File: config.mk
export PLATFORM = sky130hd
export DESIGN_NAME = nz_noise_source
export DESIGN_NICKNAME = d
export VERILOG_FILES = /design/src/rtl/nz_pkg.sv /design/src/rtl/nz_edge_detect.sv /design/src/rtl/nz_lfsr_core.sv /design/src/rtl/nz_tap_map.sv /design/src/rtl/nz_noise_source.sv
export SDC_FILE = /design/constraint.sdc
export NUM_CORES = 1
export LEC_CHECK = 0
export CORE_MARGIN = 2
export CORE_UTILIZATION = 45
export DETAILED_ROUTE_END_ITERATION = 12
export PLACE_DENSITY_LB_ADDON = 0.1
export SYNTH_ARGS = -nofsm -noshare
export SYNTH_HDL_FRONTEND = slang
export SYNTH_SLANG_ARGS = --single-unit
File: constraint.sdc
create_clock -name clk -period 1.31 [get_ports clk]
set_clock_uncertainty 0.1 [all_clocks]
set_input_delay 0.262 -clock clk [delete_from_list [all_inputs] [get_ports clk]]
set_output_delay 0.262 -clock clk [all_outputs]
set_load 0.02 [all_outputs]
File: src/rtl/nz_pkg.sv
package nz_pkg;
  localparam int unsigned LFSR_W  = 23;
  localparam int unsigned FB_HI   = 22;
  localparam int unsigned FB_LO   = 17;
  localparam int unsigned OUT_W   = 12;
  localparam int unsigned N_TAPS  = 8;
  localparam logic [LFSR_W-1:0] SEED = 23'h7FFFF8;
  // register bit feeding output bit (OUT_W-1-i)
  localparam int unsigned TAP_POS [N_TAPS] = '{22, 20, 16, 13, 11, 7, 4, 2};
endpackage

File: src/rtl/nz_edge_detect.sv
module nz_edge_detect (
  input  logic clk,
  input  logic rst,
  input  logic level,
  output logic prev_q,
  output logic rise
);
  always_ff @(posedge clk) begin
    if (rst) prev_q <= 1'b0;
    else     prev_q <= level;
  end

  assign rise = level & ~prev_q;
endmodule

File: src/rtl/nz_lfsr_core.sv
module nz_lfsr_core #(
  parameter int unsigned W     = 23,
  parameter int unsigned FB_A  = 22,
  parameter int unsigned FB_B  = 17,
  parameter logic [W-1:0] SEED = '1
) (
  input  logic         clk,
  input  logic         rst,
  input  logic         step,
  output logic [W-1:0] state_q,
  output logic [W-1:0] state_d
);
  logic feedback;

  always_comb begin
    feedback = state_q[FB_A] ^ state_q[FB_B];
    state_d  = step ? {state_q[W-2:0], feedback} : state_q;
  end

  always_ff @(posedge clk) begin
    if (rst) state_q <= SEED;
    else     state_q <= state_d;
  end
endmodule

File: src/rtl/nz_tap_map.sv
module nz_tap_map
  import nz_pkg::*;
(
  input  logic [LFSR_W-1:0] state,
  output logic [OUT_W-1:0]  sample
);
  localparam int unsigned PAD_W = OUT_W - N_TAPS;

  for (genvar i = 0; i < N_TAPS; i++) begin : g_tap
    assign sample[OUT_W-1-i] = state[TAP_POS[i]];
  end
  assign sample[PAD_W-1:0] = '0;
endmodule

File: src/rtl/nz_noise_source.sv
module nz_noise_source
  import nz_pkg::*;
(
  input  logic              clk,
  input  logic              rst,
  input  logic              phase_tap,
  input  logic              hold,
  output logic [OUT_W-1:0]  noise_out,
  output logic [LFSR_W-1:0] lfsr_state
);
  logic              prev_tap;
  logic              tap_rise;
  logic              do_step;
  logic [LFSR_W-1:0] state_next;
  logic [OUT_W-1:0]  sample_next;

  nz_edge_detect u_edge (
    .clk    (clk),
    .rst    (rst),
    .level  (phase_tap),
    .prev_q (prev_tap),
    .rise   (tap_rise)
  );

  assign do_step = tap_rise & ~hold;

  nz_lfsr_core #(
    .W    (LFSR_W),
    .FB_A (FB_HI),
    .FB_B (FB_LO),
    .SEED (SEED)
  ) u_core (
    .clk     (clk),
    .rst     (rst),
    .step    (do_step),
    .state_q (lfsr_state),
    .state_d (state_next)
  );

  // map the next state so the registered sample lines up with lfsr_state
  nz_tap_map u_map (
    .state  (state_next),
    .sample (sample_next)
  );

  always_ff @(posedge clk) begin
    if (rst) noise_out <= '0 | {SEED[22], SEED[20], SEED[16], SEED[13],
                               SEED[11], SEED[7], SEED[4], SEED[2], 4'b0000};
    else     noise_out <= sample_next;
  end
endmodule

# Yosys cells after proc, flatten, opt, wreduce, memory -nomap -nowiden
# Cells that the tools add are included.
# totals
ff_bits	28
latch_bits	0
mem_bits_rw	0
romBits	0
in_bits	4
out_inout_bits	35
mem_count	0
# op_classes
addsub	0
multipliers	0
div_mod_pow	0
n_lt_le_gt_ge	0
eq_ne	0
shift	0
muxes	1
n_bitwise	5
n_reduce_logical	0
# op_table
op	count
2-to-1 mux 23 bit	1
AND 1 bit	2
NOT 1 bit	2
XOR 1 bit	1

# Longest topological paths before layout
# Gate-level depths: netlist (run 1).
# depth
depth_word	4
ltp_mapped	5

# Cells and area by module
# Synthesis (run 1) repeated with hierarchy kept, for this count alone.
# hier_totals
cells_unflattened	118
area_unflattened_um2	1453.9
# by_module_without_submodules
module	instances	cells_each	area_each_um2
nz_lfsr_core	1	76	977.2
nz_noise_source	1	26	335.3
nz_tap_map	1	13	93.8
nz_edge_detect	1	3	47.5

# Worst setup path after synthesis (run 1)
# OpenSTA, ideal clock, no wires.
# synth_timing
path_kind	reg-to-reg
start	reg u_edge.prev_q
end	reg u_core.state_q[12]
t_arrival_ps	851
setup_slack_ps	238
path_stages_with_launch	5
n_path_buf	2
cell_sequence	dfxtp_1 > nor3b_2 > buf_6 > clkbuf_8 > a21oi_1
# synth_via
elab_chain_cells	3
# synth_rtl
element	line_no	rtl
start, declared	nz_edge_detect.sv:5	output logic prev_q,
start signal, assigned	nz_edge_detect.sv:10	else prev_q <= level;
NOT 1 bit	nz_edge_detect.sv:13	assign rise = level & ~prev_q;
AND 1 bit	nz_edge_detect.sv:13	
AND 1 bit	nz_noise_source.sv:25	assign do_step = tap_rise & ~hold;
end signal, assigned	nz_lfsr_core.sv:22	else state_q <= state_d;
end, declared	nz_lfsr_core.sv:10	output logic [W-1:0] state_q,
# Every way passes these cells.
# A chain may end at the register's enable or synchronous reset.

# Worst setup path after layout (run 1)
# layout_timing
start	reg u_core.state_q[17]
end	out lfsr_state[17]
# layout_lines
element	line_no	rtl
end, declared	nz_noise_source.sv:9	output logic [LFSR_W-1:0] lfsr_state
# No word-level cell between the ends.

==> qor.csv, run 1 <==
metric;value;unit
Worst path max stage delay;0.35;ns
gp weighted congestion;0.700;
fmax;789;MHz
largest cells by area after synthesis;dfxtp_1 40%, nor3_2 16%, a21oi_2 14%, buf_4 8.8%, nor2_1 7.2%;
Worst-Skew Late Latency;0.31;ns
Net Sw Frac;24.5;%
CTS tree;yes;
Synth top area share;40.2;%
crit path cell chain;clkdlybuf4s15_2;
DR iter-0 viols;12;
Yosys cell types;17;
vias in the first global route;844;
Final min period;1.27;ns
Routed WL per cell;11.5;um
hold path endpoint;u_edge.prev_q;
vias per inst;4.63;
FP Rows;18;
CP required;0.95;ns
H-tree depth;1;
CP startpoint kind;flop;
power after layout;1.31;mW
logic gate share of total power;13.9;%
DIE AREA;3090;sq um
core area;2500;sq um
RSZ-0062 raised after global routing;yes;
die extent in y;55.6;um
max_cap viols;0;
final setup fails;0;
hold path startpoint;phase_tap;
Data arrival, critical path;0.91;ns
Pint;0.993;mW
Hold Crit Depth;2;
FF-to-FF path depth;4;
antenna cells;0;
cts bufs inserted;3;
crit end category;output port;
fin. max-slew vios;0;
final wirelength;2270;um
NetSw;0.322;mW
r2r endpoint;u_core.state_q[2];
I/O pins;39;
Non-Filler Instances;198;
power density over the cells;797;nW/um^2
CP max stage cell;dfxtp_1;
fin crit share;96.7;%
Seq pwr share;56.4;%
layout cells sized above 1;66.7;%
Avg Inst Size Synth;10.3;sq um
placed insts;190;
Leak;0.630;nW
largest net degree at the start of global routing;45;
critical path class;flop to output port;
reg2reg setup slack;0.05;ns
clk root buf;clkbuf_4;
GRT Util Overall;14.6;%
area grow syn2layout;38.0;%
CP Max Fanout;2;
RR Startpoint;u_edge.prev_q;
Clock power frac;29.6;%
peak supply drop;533;uV
status;completed;
CP bufs+invs;1;
via count;916;
first-pass GRT wire length;3730;um
Final Hold Fails;0;
Initial Utilization;47.8;%
antenna violations before repair;0;
clk slew on worst S/H paths;0.12;ns
Die W;55.6;um
IO buf count;34;
Synth area leader;dfxtp_1;
# DRC;0;
dpl hpwl;1490;um
clk sink count;24;
grt ovf;0;
nets;173;
Ys Warns;0;
post-synthesis sequential area ratio;40.2;%
min-delay worst type;input pin to flop;
flops & latches, synth;24;
1st-pass router iterations;2;
CTS Buffer Depth;2;
post-synthesis cell count;116;
Final ANT Viol Nets;0;
kind of cell adding the most delay to the critical path;flip-flops;
Netlist Area Pre-Place;1200;sq um
[placed cells by master, fill, tap and decap left out]
| cell type | netlist | routed |
|---|---|---|
| nor3b_4 | 0 | 1 |
| buf_4 | 14 | 24 |
| clkbuf_8 | 2 | 1 |
| dlymetal6s2s_1 | 0 | 2 |
| nor2_1 | 23 | 23 |
| nor2b_1 | 1 | 1 |
| buf_2 | 3 | 31 |
| mux2i_1 | 2 | 2 |
| buf_12 | 2 | 5 |
| nor3_2 | 19 | 19 |
| a21oi_2 | 19 | 19 |
| buf_6 | 1 | 1 |
| a21oi_1 | 1 | 1 |
| clkdlybuf4s15_2 | 0 | 1 |
| clkbuf_16 | 0 | 3 |
| nor3_1 | 1 | 1 |
| clkbuf_4 | 0 | 3 |
| a211oi_2 | 1 | 1 |
| dfxtp_2 | 0 | 3 |
| dfxtp_1 | 24 | 21 |
| conb_1 | 1 | 4 |
| xnor2_1 | 1 | 1 |
[what timing repair did]
action                                  4_1_cts  5_1_grt
gates resized for setup                     112       17
endpoints found under the setup margin       31       25
cloned                                        0        3
hold buffers                                  0        0
pin swaps                                     0        1
buffers inserted                              0        1
[stage by stage]
stage	setup TNS (ns)	utilization (%)	hold slack (ns)	worst slack, ns	instance area, sq um
final	0	66.0	0.117	0.0426	1650
after global routing	-0.131	66.0	0.137	-0.0175	1650
after CTS	0	65.3	0.272	0.000152	1630
after detailed placement	-6.18	66.7	0.421	-0.293	1670
after global placement	-5.83	66.7	0.411	-0.277	1670
after floorplan	0	-	0.290	0.238	1210
[kinds of logic (layout without fill, tap and decap cells)]
logic type	count (synthesis)	count (layout)	synth area share [%]
AOI/OAI and AO/OA	21	21	15.4
xor gates and xnor gates	1	1	0.732
buffers and inverters	22	71	16.6
DFF	24	24	40.2
muxes	2	2	1.67
other	1	4	0.314
and+or+nand+nor	45	45	25.1
[metal layers]
metal / wire, um / global-route usage, %
met4: 13 / 6.27
met2: 1050 / 23.1
met1: 1090 / 18.8
met3: 121 / 3.51
met5: 0 / 0
[area by class of cell]
class	count	area [sq um]
Fill cell	218	850
Multi-Input combinational cell	73	534
Clock buffer	4	36.3
Tap cell	30	37.5
Sequential cell	24	484
Timing Repair Buffer	67	558
[flip-flops by register name, indices dropped and copies added (netlist names)]
signal and count:
u_edge.prev_q 1, u_core.state_q 23
[synth_stat cells]
cell      count
nor2b_1       1
nor3b_2       1
dfxtp_1      24
clkbuf_8      2
a211oi_2      1
conb_1        1
nor3_1        1
buf_12        2
nor2_1       23
xnor2_1       1
buf_6         1
buf_4        14
a21oi_1       1
mux2i_1       2
buf_2         3
nor3_2       19
a21oi_2      19
[worst max path at each step]
stage	slack, ns	cells past startpoint	from	to
global placement	-0.28	6	phase_tap	u_core.state_q[7]
finish	0.04	1	u_core.state_q[17]	lfsr_state[17]
floorplan	0.24	4	u_edge.prev_q	u_core.state_q[12]
global route	-0.02	5	u_edge.prev_q	u_core.state_q[16]
detailed placement	-0.29	6	phase_tap	u_core.state_q[7]
CTS	0.0002	1	u_core.state_q[3]	lfsr_state[3]
[power groups by stage]
stage / Combinational, mW / Sequential [mW] / Clock, mW
after detailed placement: 0.161 / 0.758 / 0
after global placement: 0.160 / 0.758 / 0
after CTS: 0.157 / 0.742 / 0.402
after floorplan: 0.115 / 0.765 / 0
after global routing: 0.193 / 0.743 / 0.434
final: 0.183 / 0.742 / 0.390
Power figures use the tool's default switching activity.
==> inputs of run 2 (changes only) <==
--- a/config.mk
+++ b/config.mk
@@ -8,6 +8,7 @@
 export CORE_MARGIN = 2
 export CORE_UTILIZATION = 45
 export DETAILED_ROUTE_END_ITERATION = 12
+export GPL_TIMING_DRIVEN = 0
 export PLACE_DENSITY_LB_ADDON = 0.1
 export SYNTH_ARGS = -nofsm -noshare
 export SYNTH_HDL_FRONTEND = slang
==> qor.csv, run 2 (synthesized netlist as in run 1, its figures left out) <==
metric;value;unit;change
status;completed;;
Non-Filler Instances;188;;-5.1%
commonest non-fill, non-tap cell in the layout;buf_2;;
RSZ-0062 raised after global routing;no;;
die extent in y;55.6;um;unchanged
crit path cell chain;buf_4 -> buf_6;;
fin crit share;97.5;%;+0.75 points
final setup fails;0;;unchanged
dpl cell area;1580;sq um;-5.6%
Hold Crit Depth;2;;unchanged
antenna violations before repair;0;;unchanged
CTS tree;yes;;
FF-to-FF path depth;4;;unchanged
FP Rows;18;;unchanged
peak supply drop;474;uV;-11%
power after layout;1.30;mW;-1.0%
Routed WL per cell;12.5;um;+9.0%
commonest cells after routing, fill and taps aside;25 x buf_2, 23 x nor2_1, 19 x nor3_2, 19 x a21oi_2, 19 x dfxtp_2;;
gp weighted congestion;0.714;;+2.0%
Design Area, Final;1570;sq um;-4.8%
DIE AREA;3090;sq um;unchanged
antenna cells;0;;unchanged
cts bufs inserted;3;;unchanged
CP required;0.95;ns;about the same
DR iter-0 viols;8;;-4
Data arrival, critical path;0.92;ns;about the same
clk sink count;24;;unchanged
clk root buf;clkbuf_4;;
GRT Util Overall;15.9;%;+1.3 points
critical path class;flop to output port;;
clk slew on worst S/H paths;0.13;ns;about the same
I/O pins;39;;unchanged
1st-pass router iterations;4;;+2
max_cap viols;0;;unchanged
fin. max-slew vios;0;;unchanged
vias in the first global route;838;;-0.71%
first-pass GRT wire length;3990;um;+6.9%
grt ovf;0;;unchanged
Leak;0.572;nW;-9.2%
Final Hold Fails;0;;unchanged
kind of cell adding the most delay to the critical path;flip-flops;;
CP startpoint kind;flop;;
min-delay worst type;input pin to flop;;
Initial Utilization;47.8;%;unchanged
placed insts;182;;-4.2%
Worst path max stage delay;0.35;ns;about the same
dpl hpwl;1620;um;+8.4%
CP bufs+invs;2;;+1
H-tree depth;1;;unchanged
area grow syn2layout;31.4;%;
via count;904;;-1.3%
Finished Core Util;62.9;%;-3.2 points
nets;163;;-5.8%
vias per inst;4.81;;+3.9%
Final min period;1.28;ns;+0.00979 ns
layout cells sized above 1;75.9;%;+9.3 points
power density over the cells;828;nW/um^2;+4.0%
Die W;55.6;um;unchanged
Regs by FF count;u_core.state_q (23), u_edge.prev_q (1);;
core area;2500;sq um;unchanged
CP Max Fanout;3;;+1
# DRC;0;;unchanged
WP depth;2;;+1
Final ANT Viol Nets;0;;unchanged
CP max stage cell;dfxtp_2;;
largest net degree at the start of global routing;14;;-69%
final wirelength;2350;um;+3.5%
IO buf count;33;;-2.9%
Worst-Skew Late Latency;0.32;ns;about the same
crit end category;output port;;
Largest Register;u_core.state_q;;
hold buffer count at cts;0;;unchanged
Sum Neg Setup Slack;0;ns;unchanged
CTS Buffer Depth;2;;unchanged
fmax;783;MHz;-0.77%
max FFs per register;23;;unchanged
[run 2: report_power, final]
| part | leakage [nW] | total (mW) | switching, mW | internal (mW) |
|---|---|---|---|---|
| Clock | 0.0210 | 0.406 | 0.236 | 0.170 |
| Combinational | 0.364 | 0.156 | 0.0941 | 0.0617 |
| Sequential | 0.187 | 0.740 | 0.00631 | 0.733 |
| Total | 0.572 | 1.30 | 0.337 | 0.965 |
[run 2: final timing paths]
check | start | to | slack, ns
worst min register to register | u_core.state_q[14] | u_core.state_q[14] | 0.42
worst min-delay path | rst | u_edge.prev_q | 0.11
worst max register to register | u_edge.prev_q | u_core.state_q[12] | 0.11
worst max-delay path | u_core.state_q[13] | noise_out[8] | 0.03
[run 2: cell type report]
| class | instances | area [sq um] |
|---|---|---|
| Timing Repair Buffer | 40 | 287 |
| Buffer | 17 | 165 |
| Clock buffer | 4 | 36.3 |
| Sequential cell | 24 | 512 |
| Fill cell | 228 | 928 |
| Multi-Input combinational cell | 73 | 534 |
| Tap cell | 30 | 37.5 |
[run 2: worst reg2reg max path, delay by kind of cell (launching register included)]
family | cells | cell delay, ns
buffers and inverters | 2 | 0.38
flip-flops | 1 | 0.35
AND/OR/NAND/NOR | 1 | 0.21
AO/OA/AOI/OAI | 1 | 0.07
[run 2: through the flow]
step                      setup slack (ns)  hold WS, ns
final                               0.0328        0.113
after global routing               0.00320        0.125
after CTS                          0.00309        0.105
after detailed placement            -0.306        0.422
after global placement              -0.254        0.402
after floorplan                      0.238        0.290
[run 2: timing repair]
item | 4_1_cts | 5_1_grt
resized for setup | 150 | 15
buffers inserted | 7 | 0
endpoints found under the setup margin | 31 | 13
hold endpoints to repair | 0 | 0
pin swaps | 0 | 1
[run 2: routing by layer]
layer | GRT usage [%] | wire (um) | vias up
li1 | - | - | 454
met5 | 0 | 0 | -
met3 | 2.81 | 102 | 4
met1 | 21.1 | 1130 | 421
met4 | 5.23 | 27 | 0
met2 | 25.9 | 1090 | 25
==> inputs of run 3 (changes only) <==
--- a/config.mk
+++ b/config.mk
@@ -5,7 +5,6 @@
 export SDC_FILE = /design/constraint.sdc
 export NUM_CORES = 1
 export LEC_CHECK = 0
-export CORE_MARGIN = 2
 export CORE_UTILIZATION = 45
 export DETAILED_ROUTE_END_ITERATION = 12
 export GPL_TIMING_DRIVEN = 0
==> qor.csv, run 3 (synthesized netlist as in run 1, its figures left out) <==
metric;value;unit;change
die extent in y;53.6;um;-3.6%
antenna cells;0;;unchanged
Final min period;1.27;ns;-0.00300 ns
peak supply drop;784;uV;+65%
Routed WL per cell;12.9;um;+3.0%
I/O pins;39;;unchanged
Seq pwr share;57.2;%;+0.4 points
hold path startpoint;rst;;
FP Rows;18;;unchanged
Leak;0.557;nW;-2.6%
commonest cells after routing, fill and taps aside;26 x buf_2, 23 x nor2_1, 19 x nor3_2, 19 x a21oi_2, 19 x dfxtp_2;;
final wirelength;2420;um;+3.0%
Initial Utilization;47.8;%;unchanged
r2r endpoint;u_core.state_q[12];;
dpl hpwl;1610;um;-0.52%
hold buffer count at cts;0;;unchanged
Hold Crit Depth;2;;unchanged
final setup fails;0;;unchanged
DR iter-0 viols;12;;+4
RR Startpoint;u_edge.prev_q;;
status;completed;;
hold path endpoint;u_edge.prev_q;;
commonest non-fill, non-tap cell in the layout;buf_2;;
Worst Setup Slack, final;0.0358;ns;+0.00300 ns
vias in the first global route;862;;+2.9%
gp weighted congestion;0.711;;-0.53%
Worst-Skew Late Latency;0.32;ns;about the same
first-pass GRT wire length;3980;um;-0.18%
core area;2500;sq um;unchanged
power density over the cells;831;nW/um^2;+0.34%
Die W;53.6;um;-3.6%
Pint;0.964;mW;-0.12%
NetSw;0.327;mW;-3.0%
Final Hold Fails;0;;unchanged
pre-CTS setup slack;-0.278;ns;+0.0276 ns
CP required;0.95;ns;about the same
Fillers;232;;+1.8%
max_cap viols;0;;unchanged
largest net degree at the start of global routing;14;;unchanged
via count;890;;-1.5%
multi-input logic area;528;sq um;-1.2%
fin. max-slew vios;0;;unchanged
nets;163;;unchanged
crit end category;output port;;
CP Max Fanout;3;;unchanged
Clock power frac;30.9;%;-0.3 points
GRT Util Overall;19.8;%;+3.9 points
grt ovf;0;;unchanged
CP startpoint kind;flop;;
vias per inst;4.73;;-1.5%
# DRC;0;;unchanged
H-tree depth;1;;unchanged
cts bufs inserted;3;;unchanged
CTS Buffer Depth;2;;unchanged
Data arrival, critical path;0.91;ns;about the same
Finished Core Util;62.1;%;-0.75 points
area grow syn2layout;29.8;%;
clk sink count;24;;unchanged
antenna violations before repair;0;;unchanged
IO buf count;33;;unchanged
clk root buf;clkbuf_4;;
Regs by FF count;u_core.state_q (23), u_edge.prev_q (1);;
reg2reg setup slack;0.16;ns;+0.05 ns
DIE AREA;2870;sq um;-7.1%
min-delay worst type;input pin to flop;;
critical path class;flop to output port;;
register area;512;sq um;unchanged
Final ANT Viol Nets;0;;unchanged
layout cells sized above 1;75.9;%;unchanged
CTS tree;yes;;
max FFs per register;23;;unchanged
1st-pass router iterations;4;;unchanged
RSZ-0062 raised after global routing;no;;
logic gate share of total power;11.9;%;about the same
clk slew on worst S/H paths;0.13;ns;about the same
FF-to-FF path depth;4;;unchanged
Largest Register;u_core.state_q;;
fmax;785;MHz;+0.24%
fin crit share;97.3;%;-0.23 points
Net Sw Frac;25.3;%;-0.55 points
run 3: cell count changes in the layout (fill, tap and decap cells not counted), sizes merged:
cell | before | now
buf | 52 | 53
clkdlybuf4s50 | 1 | 2
dlymetal6s2s | 1 | 0
clkdlybuf4s15 | 1 | 0
run 3: final cells by class:
cell class / instances / share of cell area, %
multi-input cells: 73 / 34.0
flip-flops and latches: 24 / 33.0
repair buffers: 42 / 18.9
plain buffers: 15 / 9.43
well taps: 30 / 2.42
clock buffers: 4 / 2.34
run 3: what timing repair did:
action,in CTS,in global routing
buffers inserted,9,0
gates resized for setup,154,9
setup endpoints to repair,31,11
gates cloned,0,0
run 3: worst max-delay path, stage by stage (launching register included):
cell and delay (ns):
dfxtp_2 0.35, buf_4 0.12, buf_6 0.12
run 3: through the flow:
step | power, mW | std cells | cell area [sq um] | setup TNS [ns] | hold slack (ns)
floorplan | 0.880 | 119 | 1210 | 0 | 0.290
global placement | 0.919 | 182 | 1580 | -7.12 | 0.407
detailed placement | 0.918 | 182 | 1580 | -7.74 | 0.413
CTS | 1.31 | 195 | 1610 | 0 | 0.106
global route | 1.35 | 188 | 1550 | 0 | 0.108
finish | 1.29 | 188 | 1550 | 0 | 0.122
run 3: worst max-delay path by stage:
stage	start	endpoint	slack, ns
after floorplan	u_edge.prev_q	u_core.state_q[12]	0.24
after global placement	phase_tap	u_core.state_q[12]	-0.26
after detailed placement	phase_tap	u_core.state_q[12]	-0.28
after CTS	u_core.state_q[20]	lfsr_state[20]	0.0004
after global routing	u_core.state_q[16]	noise_out[9]	0.005
final	u_core.state_q[16]	noise_out[9]	0.04
run 3: routing by layer:
metal  vias to the layer above  wire length, um  GRT usage (%)
met1                       410             1120           24.2
met5                         -                0              0
met3                         5              112           5.08
met4                         0               31           6.58
met2                        23             1150           33.5
li1                        452                -              -
run 3: power by group through the flow:
stage	sequential (mW)	combinational, mW	clock (mW)
5_1_grt	0.740	0.166	0.440
6_report	0.739	0.154	0.398
3_5_place_dp	0.759	0.159	0
2_1_floorplan	0.765	0.115	0
4_1_cts	0.739	0.155	0.416
3_3_place_gp	0.759	0.160	0
